`src/rtl/mac_adapt_pkg.sv`:
```
package mac_adapt_pkg;

    localparam int MODE_W = 2;

    typedef enum logic [2:0] {
        RX_IDLE       = 3'd0,
        RX_CARRIER    = 3'd1,
        RX_SWITCH_IN  = 3'd2,
        RX_LOCKED     = 3'd3,
        RX_SWITCH_OUT = 3'd4
    } rx_state_t;

    // Idle level of receive data for a controller type.
    function automatic logic idle_rxd_level(input logic [MODE_W-1:0] mode);
        return mode == MODE_W'(1);
    endfunction

    // Whether the idle receive clock copies the transmit clock.
    function automatic logic idle_clk_follows(input logic [MODE_W-1:0] mode);
        return mode == MODE_W'(0);
    endfunction

endpackage

```
`src/rtl/mac_tx_clkgen.sv`:
```
module mac_tx_clkgen #(
    parameter int OSC_PER_HALF = 1
) (
    input  logic clk,
    input  logic rst_n,
    input  logic osc_tick,
    input  logic tx_en,
    input  logic tx_data,
    output logic txc,
    output logic enc_valid,
    output logic enc_data
);

    logic half_done;

    generate
        if (OSC_PER_HALF == 1) begin : g_direct
            assign half_done = osc_tick;
        end else begin : g_count
            localparam int CNT_W = $clog2(OSC_PER_HALF);
            localparam logic [CNT_W-1:0] CNT_LAST = CNT_W'(OSC_PER_HALF - 1);
            logic [CNT_W-1:0] osc_cnt;

            assign half_done = osc_tick && (osc_cnt == CNT_LAST);

            always_ff @(posedge clk) begin
                if (!rst_n) begin
                    osc_cnt <= '0;
                end else if (osc_tick) begin
                    osc_cnt <= half_done ? '0 : osc_cnt + CNT_W'(1);
                end
            end
        end
    endgenerate

    always_ff @(posedge clk) begin
        if (!rst_n) begin
            txc       <= 1'b0;
            enc_valid <= 1'b0;
            enc_data  <= 1'b0;
        end else begin
            enc_valid <= 1'b0;
            enc_data  <= 1'b0;
            if (half_done) begin
                txc <= ~txc;
                // A low-to-high transition of txc is the sampling edge.
                if (!txc && tx_en) begin
                    enc_valid <= 1'b1;
                    enc_data  <= tx_data;
                end
            end
        end
    end

endmodule

```
`src/rtl/mac_rx_fsm.sv`:
```
module mac_rx_fsm
    import mac_adapt_pkg::*;
(
    input  logic      clk,
    input  logic      rst_n,
    input  logic      pkt_valid,
    input  logic      rec_lock,
    input  logic      eop,
    input  logic      rec_clk,
    input  logic      idle_clk,
    output rx_state_t state
);

    rx_state_t state_n;
    logic      both_low;

    assign both_low = !rec_clk && !idle_clk;

    always_ff @(posedge clk) begin
        if (!rst_n) begin
            state <= RX_IDLE;
        end else begin
            state <= state_n;
        end
    end

    always_comb begin
        state_n = state;
        unique case (state)
            RX_IDLE: begin
                if (pkt_valid) state_n = RX_CARRIER;
            end
            RX_CARRIER: begin
                if (eop)           state_n = RX_IDLE;
                else if (rec_lock) state_n = RX_SWITCH_IN;
            end
            RX_SWITCH_IN: begin
                if (eop)           state_n = RX_IDLE;
                else if (both_low) state_n = RX_LOCKED;
            end
            RX_LOCKED: begin
                if (eop) state_n = RX_SWITCH_OUT;
            end
            RX_SWITCH_OUT: begin
                if (both_low) state_n = RX_IDLE;
            end
            default: state_n = RX_IDLE;
        endcase
    end

endmodule

```
`src/rtl/mac_rx_drive.sv`:
```
module mac_rx_drive
    import mac_adapt_pkg::*;
(
    input  logic              clk,
    input  logic              rst_n,
    input  logic [MODE_W-1:0] ctl_mode,
    input  rx_state_t         state,
    input  logic              rec_clk,
    input  logic              rec_data,
    input  logic              idle_clk,
    input  logic              col_in,
    output logic              crs,
    output logic              col,
    output logic              rxd,
    output logic              rxc
);

    logic rec_q;
    logic use_rec;
    logic rec_fall;

    assign use_rec  = (state == RX_LOCKED) || (state == RX_SWITCH_OUT);
    assign rec_fall = rec_q && !rec_clk;

    always_comb begin
        unique case (state)
            RX_CARRIER, RX_SWITCH_IN, RX_LOCKED: crs = 1'b1;
            default:                             crs = 1'b0;
        endcase
    end

    always_ff @(posedge clk) begin
        if (!rst_n) begin
            rec_q <= 1'b0;
            col   <= 1'b0;
            rxc   <= 1'b0;
            rxd   <= idle_rxd_level(ctl_mode);
        end else begin
            rec_q <= rec_clk;
            col   <= col_in;
            rxc   <= use_rec ? rec_clk : idle_clk;
            if (state == RX_LOCKED) begin
                if (rec_fall) rxd <= rec_data;
            end else begin
                rxd <= idle_rxd_level(ctl_mode);
            end
        end
    end

endmodule

```
`src/rtl/mac_side_adapter.sv`:
```
module mac_side_adapter
    import mac_adapt_pkg::*;
#(
    parameter int OSC_PER_HALF = 1
) (
    input  logic              clk,
    input  logic              rst_n,
    input  logic              osc_tick,
    input  logic [MODE_W-1:0] ctl_mode,
    input  logic              tx_en,
    input  logic              tx_data,
    output logic              txc,
    output logic              enc_valid,
    output logic              enc_data,
    input  logic              pkt_valid,
    input  logic              rec_lock,
    input  logic              rec_clk,
    input  logic              rec_data,
    input  logic              eop,
    input  logic              col_in,
    output logic              crs,
    output logic              col,
    output logic              rxd,
    output logic              rxc
);

    rx_state_t rx_state;
    logic      idle_clk;

    assign idle_clk = idle_clk_follows(ctl_mode) ? txc : 1'b0;

    mac_tx_clkgen #(
        .OSC_PER_HALF(OSC_PER_HALF)
    ) u_tx (
        .clk       (clk),
        .rst_n     (rst_n),
        .osc_tick  (osc_tick),
        .tx_en     (tx_en),
        .tx_data   (tx_data),
        .txc       (txc),
        .enc_valid (enc_valid),
        .enc_data  (enc_data)
    );

    mac_rx_fsm u_fsm (
        .clk       (clk),
        .rst_n     (rst_n),
        .pkt_valid (pkt_valid),
        .rec_lock  (rec_lock),
        .eop       (eop),
        .rec_clk   (rec_clk),
        .idle_clk  (idle_clk),
        .state     (rx_state)
    );

    mac_rx_drive u_drive (
        .clk      (clk),
        .rst_n    (rst_n),
        .ctl_mode (ctl_mode),
        .state    (rx_state),
        .rec_clk  (rec_clk),
        .rec_data (rec_data),
        .idle_clk (idle_clk),
        .col_in   (col_in),
        .crs      (crs),
        .col      (col),
        .rxd      (rxd),
        .rxc      (rxc)
    );

endmodule

```
`config.mk`:
```
export PLATFORM = sky130hd
export DESIGN_NAME = mac_side_adapter
export DESIGN_NICKNAME = d
export VERILOG_FILES = /design/src/rtl/mac_adapt_pkg.sv /design/src/rtl/mac_tx_clkgen.sv /design/src/rtl/mac_rx_fsm.sv /design/src/rtl/mac_rx_drive.sv /design/src/rtl/mac_side_adapter.sv
export SDC_FILE = /design/constraint.sdc
export NUM_CORES = 1
export LEC_CHECK = 0
export CAP_MARGIN = 10
export CORE_AREA = 3 3 40 42
export CTS_BUF_LIST = sky130_fd_sc_hd__clkbuf_4 sky130_fd_sc_hd__clkbuf_8 sky130_fd_sc_hd__clkbuf_16
export DETAILED_ROUTE_END_ITERATION = 10
export DIE_AREA = 0 0 43 45
export PLACE_DENSITY = 0.82
export SLEW_MARGIN = 10
export SYNTH_ARGS = -nofsm -noshare
export SYNTH_HDL_FRONTEND = slang
export SYNTH_SLANG_ARGS = --single-unit
```
`constraint.sdc`:
```
create_clock -name clk -period 2.8 [get_ports clk]
set_input_delay 0.42 -clock clk [delete_from_list [all_inputs] [get_ports clk]]
set_output_delay 0.42 -clock clk [all_outputs]
set_load 0.01 [all_outputs]
```
==> flow_metrics.env, run 1 <==
export IMPL_num_vias=412
export IMPL_synth_fp_nets=58
export IMPL_die_y_um=45
export IMPL_worstMarginPinSlew_ns=0.285
export IMPL_routed_wl_mm=1.06
export IMPL_grt_usage_pct=12.2
export IMPL_netlist_area_leader_share_pct=37.3
export IMPL_finalHoldViolations=0
export IMPL_dr_first_iter_drc_count=11
export IMPL_fmax_mhz=529
export IMPL_end_kind="primary output"
export IMPL_cts_tree="built"
export IMPL_fin_nets=81
export IMPL_dr_pass1_iters=4
export IMPL_r2r_cells=3
export IMPL_placedCellCount=78
export IMPL_dpl_instance_area_um2=681
export IMPL_ys_types=28
export IMPL_grt_max_degree=9
export IMPL_area_growth_pct=47.2
export IMPL_synthesis_instances=45
export IMPL_whs_path_depth=2
export IMPL_cts_hold_fix_buffers=0
export IMPL_cts_inserted_buffers=3
export IMPL_fin_skew_ns=0.00712
export IMPL_root_buffer="clkbuf_4"
export IMPL_finalNonFillerCells=82
export IMPL_rsz0062_at_grt="false"
export IMPL_relSlewSlack_pct=81.0
export IMPL_overflow=0
export IMPL_startpoint_type="flop"
export IMPL_ys_warn_count=0
export IMPL_crit_required_ns=2.38
export IMPL_leakagePower_nw=0.284
export IMPL_cts_resized=0
export IMPL_num_antenna_cells=0
export IMPL_tns_ns=0
export IMPL_wl_per_cell_um=12.9
export IMPL_fp_row_count=13
export IMPL_post_dp_hpwl_um=861
export IMPL_h_tree_depth=1
export IMPL_initial_core_util_pct=37.6
export IMPL_routed_via_density=5.02
export IMPL_drive_above_1_share_pct=16.4
export IMPL_fin_crit_sh_pct=67.5
export IMPL_first_global_vias=371
export IMPL_cp_arrival_ns=1.47
export IMPL_setup_viol=0
export IMPL_top_level_ports=20
export IMPL_synth_cell_area_um2=483
export IMPL_cts_sinks=10
export IMPL_worst_skew_pair_late_latency_ns=0.26
export IMPL_drc=0
export IMPL_post_route_util_pct=55.3
export IMPL_antenna_found_initial=0
export IMPL_gp_congestion=0.731
export IMPL_ys_seq_elements=10
export IMPL_ys_top_cells_by_area="dfxtp_1 (37%), edfxtp_1 (6.2%), and2_1 (5.2%)"
export IMPL_seq_area_um2=210
export IMPL_yosys_area_top_type="dfxtp_1"
export IMPL_cts_setup_buffers=0
export IMPL_pre_cts_ws_ns=0.919
export IMPL_fin_ws_ns=0.909
export IMPL_ys_seq_area_share_pct=43.5
export IMPL_ant_nets=0
export IMPL_status="finished, final reports clean"
export IMPL_path_max_fanout=8
export IMPL_grt_pass1_wl_mm=1.70
export IMPL_min_period_ns=1.89
export IMPL_nFillCells=120
export IMPL_clk_pin_slew_ns=0.07
export IMPL_max_cap_viol_count=0
export IMPL_final_area_um2=711
export IMPL_syn_avg_cell_area_um2=10.7
export IMPL_clockBufferDepth=2
export IMPL_powerDensity_nw_per_um2=459
export IMPL_vdd_drop_max_v=0.000345
export IMPL_min_path_type="reg -> reg"
export IMPL_core_area_um2=1280
export IMPL_io_buffers=19
export IMPL_multiInputGateArea_um2=258
export IMPL_slew_violations=0
export IMPL_die_w_um=43
export IMPL_critPathKind="reg -> out"
export IMPL_die_area_um2=1940
==> cell usage after synthesis <==
| master | instances |
|---|---|
| buf_6 | 1 |
| and2_1 | 4 |
| nor2b_1 | 1 |
| xor2_1 | 1 |
| nor2_1 | 2 |
| nor3b_4 | 1 |
| a22oi_1 | 1 |
| a21oi_1 | 1 |
| dfxtp_1 | 9 |
| mux2_4 | 1 |
| a21boi_1 | 1 |
| nand4b_1 | 1 |
| o211ai_1 | 3 |
| nand2_1 | 3 |
| o21bai_1 | 1 |
| o211a_1 | 1 |
| a211oi_2 | 1 |
| o21ai_0 | 1 |
| edfxtp_1 | 1 |
| nor2_2 | 2 |
| and4b_1 | 1 |
| and2b_1 | 1 |
| nor3_1 | 1 |
| nand2b_4 | 1 |
| nand3b_1 | 1 |
| inv_1 | 1 |
| and4bb_1 | 1 |
| and3b_2 | 1 |
==> cell type report <==
type / instances / area share, %
well taps: 15 / 2.64
clock buffers: 4 / 4.23
flip-flops and latches: 10 / 29.6
repair buffers: 19 / 26.8
multi-input cells: 33 / 36.3
inverters: 1 / 0.528
==> critical path: stages (launching register included) <==
cell,delay (ns)
dfxtp_1,0.48
nor2_2,0.09
nor2_1,0.10
clkdlybuf4s50_1,0.54
==> report_power, final <==
group | internal [W] | total, W | leakage, nW | switching, W
registers | 0.000151 | 0.000157 | 0.0854 | 0.00000562
logic | 0.0000362 | 0.0000564 | 0.181 | 0.0000202
clock network | 0.0000647 | 0.000113 | 0.0184 | 0.0000480
==> metrics by stage <==
stage / hold WS [ns] / total power, W
finish: 0.556 / 0.000326
global route: 0.601 / 0.000343
CTS: 0.558 / 0.000330
detailed placement: 0.559 / 0.000217
global placement: 0.548 / 0.000215
floorplan: 0.499 / 0.000181
==> state kept, by name, indices dropped and copies added (netlist names) <==
name,flops
u_tx.enc_valid,1
u_tx.txc,1
u_drive.rxd,1
u_fsm.state,3
u_drive.rec_q,1
u_tx.enc_data,1
u_drive.rxc,1
u_drive.col,1
==> placed cells by master, fill, tap and decap left out, types with 2 or more instances in the layout <==
cell	Yosys	final
clkdlybuf4s50_1	0	19
nor2_2	2	2
nand2_1	3	3
and2_1	4	4
clkbuf_4	0	4
nor2_1	2	2
o211ai_1	3	3
dfxtp_1	9	9
==> per-layer routing <==
layer	share of wire, %	track usage (%)	wire length (um)
met1	42	14.1	440
met2	48	18.0	503
met3	6.6	6.37	70
met4	4.1	7.23	43
met5	0	0	0
==> cell families (layout without fill, tap and decap cells) <==
group | after synthesis | after routing | share of synthesized area [%]
compound gates | 10 | 10 | 16.1
xor+xnor | 1 | 1 | 1.81
buf+inv | 2 | 24 | 3.11
flops | 10 | 10 | 43.5
mux | 1 | 1 | 3.11
simple gates | 21 | 21 | 32.4
==> final timing paths <==
path | from | end | slack, ns
worst min-delay path | u_fsm.state[2] | u_drive.rxc | 0.56
worst max register to register | u_fsm.state[1] | u_drive.rxd | 1.49
worst min register to register | u_fsm.state[2] | u_drive.rxc | 0.56
worst max-delay path | u_fsm.state[1] | crs | 0.91
No activity file was read; power rests on OpenSTA's default activity.
==> run 2, diff against run 1 <==
==> constraint.sdc (replaced) <==
create_clock -name clk -period 1.8 [get_ports clk]
set_input_delay 0.27 -clock clk [delete_from_list [all_inputs] [get_ports clk]]
set_output_delay 0.27 -clock clk [all_outputs]
set_load 0.01 [all_outputs]
==> run 2 against run 1 <==
Non-clock buffer count up 2. Die area stayed put. Cell count is 2.4% higher. Routed wire length down 6.5%. Global-route usage shrank 1.1 points. Clock skew down 0.0064 ns. Largest cell class unchanged.
==> flow_metrics.env, run 2 (synthesis gave the netlist of run 1 again) <==
export IMPL_worstPathCellList="nor2_2, nor2_1, clkdlybuf4s50_1"
export IMPL_wl_per_cell_um=11.8
export IMPL_io_buffers=19
export IMPL_cts_sinks=10
export IMPL_nFillCells=122
export IMPL_worstMarginPinSlew_ns=0.225
export IMPL_holdPathEnd="u_tx.enc_data"
export IMPL_initial_core_util_pct=37.6
export IMPL_multiInputGateArea_um2=258
export IMPL_whs_path_depth=2
export IMPL_num_vias=399
export IMPL_routed_wl_um=989
export IMPL_die_w_um=43
export IMPL_first_global_vias=380
export IMPL_ant_nets=0
export IMPL_core_area_um2=1280
export IMPL_layout_commonest_cell="clkdlybuf4s50_1"
export IMPL_finalHoldViolations=0
export IMPL_cp_top_family="buffers and inverters"
export IMPL_leakagePower_nw=0.298
export IMPL_seq_area_um2=211
export IMPL_slew_violations=0
export IMPL_clockBufferDepth=2
export IMPL_relSlewSlack_pct=85.0
export IMPL_die_area_um2=1940
export IMPL_min_path_type="in -> reg"
export IMPL_dr_pass1_iters=4
export IMPL_vdd_drop_max_v=0.000395
export IMPL_root_buffer="clkbuf_4"
export IMPL_hold_start="tx_data"
export IMPL_rsz0062_at_grt="false"
export IMPL_max_cap_viol_count=0
export IMPL_r2r_slack_ns=0.55
export IMPL_routed_via_density=4.75
export IMPL_grt_max_degree=9
export IMPL_drc=0
export IMPL_drive_above_1_share_pct=20.3
export IMPL_fp_row_count=13
export IMPL_num_antenna_cells=0
export IMPL_min_period_ns=1.63
export IMPL_die_y_um=45
export IMPL_fmax_mhz=612
export IMPL_dr_first_iter_drc_count=10
export IMPL_status="finished, final reports clean"
export IMPL_max_stage_delay_ns=0.54
export IMPL_area_growth_pct=51.8
export IMPL_grt_usage_pct=11.1
export IMPL_grt_pass1_wl_mm=1.57
export IMPL_placedCellCount=80
export IMPL_fin_nets=83
export IMPL_cts_tree="built"
export IMPL_largest_register_ffs=3
export IMPL_fin_skew_ns=0.000768
export IMPL_cp_arrival_ns=1.36
export IMPL_cts_inserted_buffers=3
export IMPL_clk_pin_slew_ns=0.07
export IMPL_powerDensity_nw_per_um2=730
export IMPL_regToRegStartpoint="u_fsm.state[2]"
export IMPL_path_max_fanout=8
export IMPL_layout_common_cells="clkdlybuf4s50_1 (19), dfxtp_1 (8), and2_1 (4)"
export IMPL_crit_required_ns=1.53
export IMPL_antenna_found_initial=0
export IMPL_worst_skew_pair_late_latency_ns=0.26
export IMPL_crit_buf_inv=1
export IMPL_gp_congestion=0.738
export IMPL_cp_slowest_cell="clkdlybuf4s50_1"
export IMPL_fin_crit_sh_pct=90.7
export IMPL_cts_setup_buffers=0
export IMPL_tns_ns=0
export IMPL_top_level_ports=20
export IMPL_overflow=0
export IMPL_critPathKind="reg -> out"
export IMPL_largest_register="u_fsm.state"
export IMPL_setup_viol=0
export IMPL_h_tree_depth=1
export IMPL_r2r_cells=3
export IMPL_reg2reg_to="u_drive.rxd"
export IMPL_post_dp_hpwl_um=775
export IMPL_startpoint_type="flop"
export IMPL_finalNonFillerCells=84
export IMPL_end_kind="primary output"
-- run 2: final cells by class --
cell class | instances | share of cell area, %
timing repair buffer | 21 | 28.0
inverter | 1 | 0.512
tap | 15 | 2.56
multi-input combinational | 33 | 35.2
sequential | 10 | 28.8
clock buffer | 4 | 4.95
-- run 2: worst max path at each step --
stage | start | end | slack [ns] | depth (start not counted)
2_1_floorplan | u_fsm.state[2] | u_drive.rxd | 0.64 | 3
3_3_place_gp | rst_n | u_drive.rxd | 0.24 | 4
3_5_place_dp | rst_n | u_drive.rxd | 0.22 | 4
4_1_cts | u_fsm.state[1] | crs | 0.05 | 3
5_1_grt | u_fsm.state[1] | crs | 0.06 | 3
6_report | u_fsm.state[1] | crs | 0.17 | 3
-- run 2: worst register-to-register path, stage by stage, from the launching register on --
cell and delay (ns):
dfxtp_1 0.37, nand2b_4 0.19, nor2_2 0.14, mux2_4 0.30
-- run 2: stage by stage --
| stage | setup WS (ns) | util (%) | power [W] | cell area (um2) | hold slack (ns) |
|---|---|---|---|---|---|
| detailed placement | 0.220 | 54.1 | 0.000340 | 696 | 0.570 |
| finish | 0.167 | 57.1 | 0.000536 | 733 | 0.563 |
| global placement | 0.240 | 54.1 | 0.000339 | 696 | 0.549 |
| global route | 0.0595 | 57.1 | 0.000568 | 733 | 0.560 |
| CTS | 0.0538 | 57.0 | 0.000548 | 732 | 0.550 |
| floorplan | 0.642 | - | 0.000282 | 483 | 0.349 |
-- run 2: power by group --
group / internal (W) / switching [W] / total (W)
registers: 0.000235 / 0.00000672 / 0.000242
clock network: 0.000123 / 0.0000784 / 0.000201
logic: 0.0000597 / 0.0000327 / 0.0000924
total: 0.000418 / 0.000118 / 0.000536
-- run 2: per-layer routing --
metal	wire [um]	up-vias	share of wire [%]	global-route usage [%]
met5	0	-	0	0
met4	0	0	0	7.23
met3	61	0	6.2	5.58
met2	472	10	48	15.9
met1	455	180	46	13.1
li1	-	209	-	-
-- run 2: repair_timing --
| action | in CTS | in global routing |
|---|---|---|
| gates resized for setup | 0 | 1 |
| setup endpoints to repair | 0 | 1 |
| hold buffers | 0 | 0 |
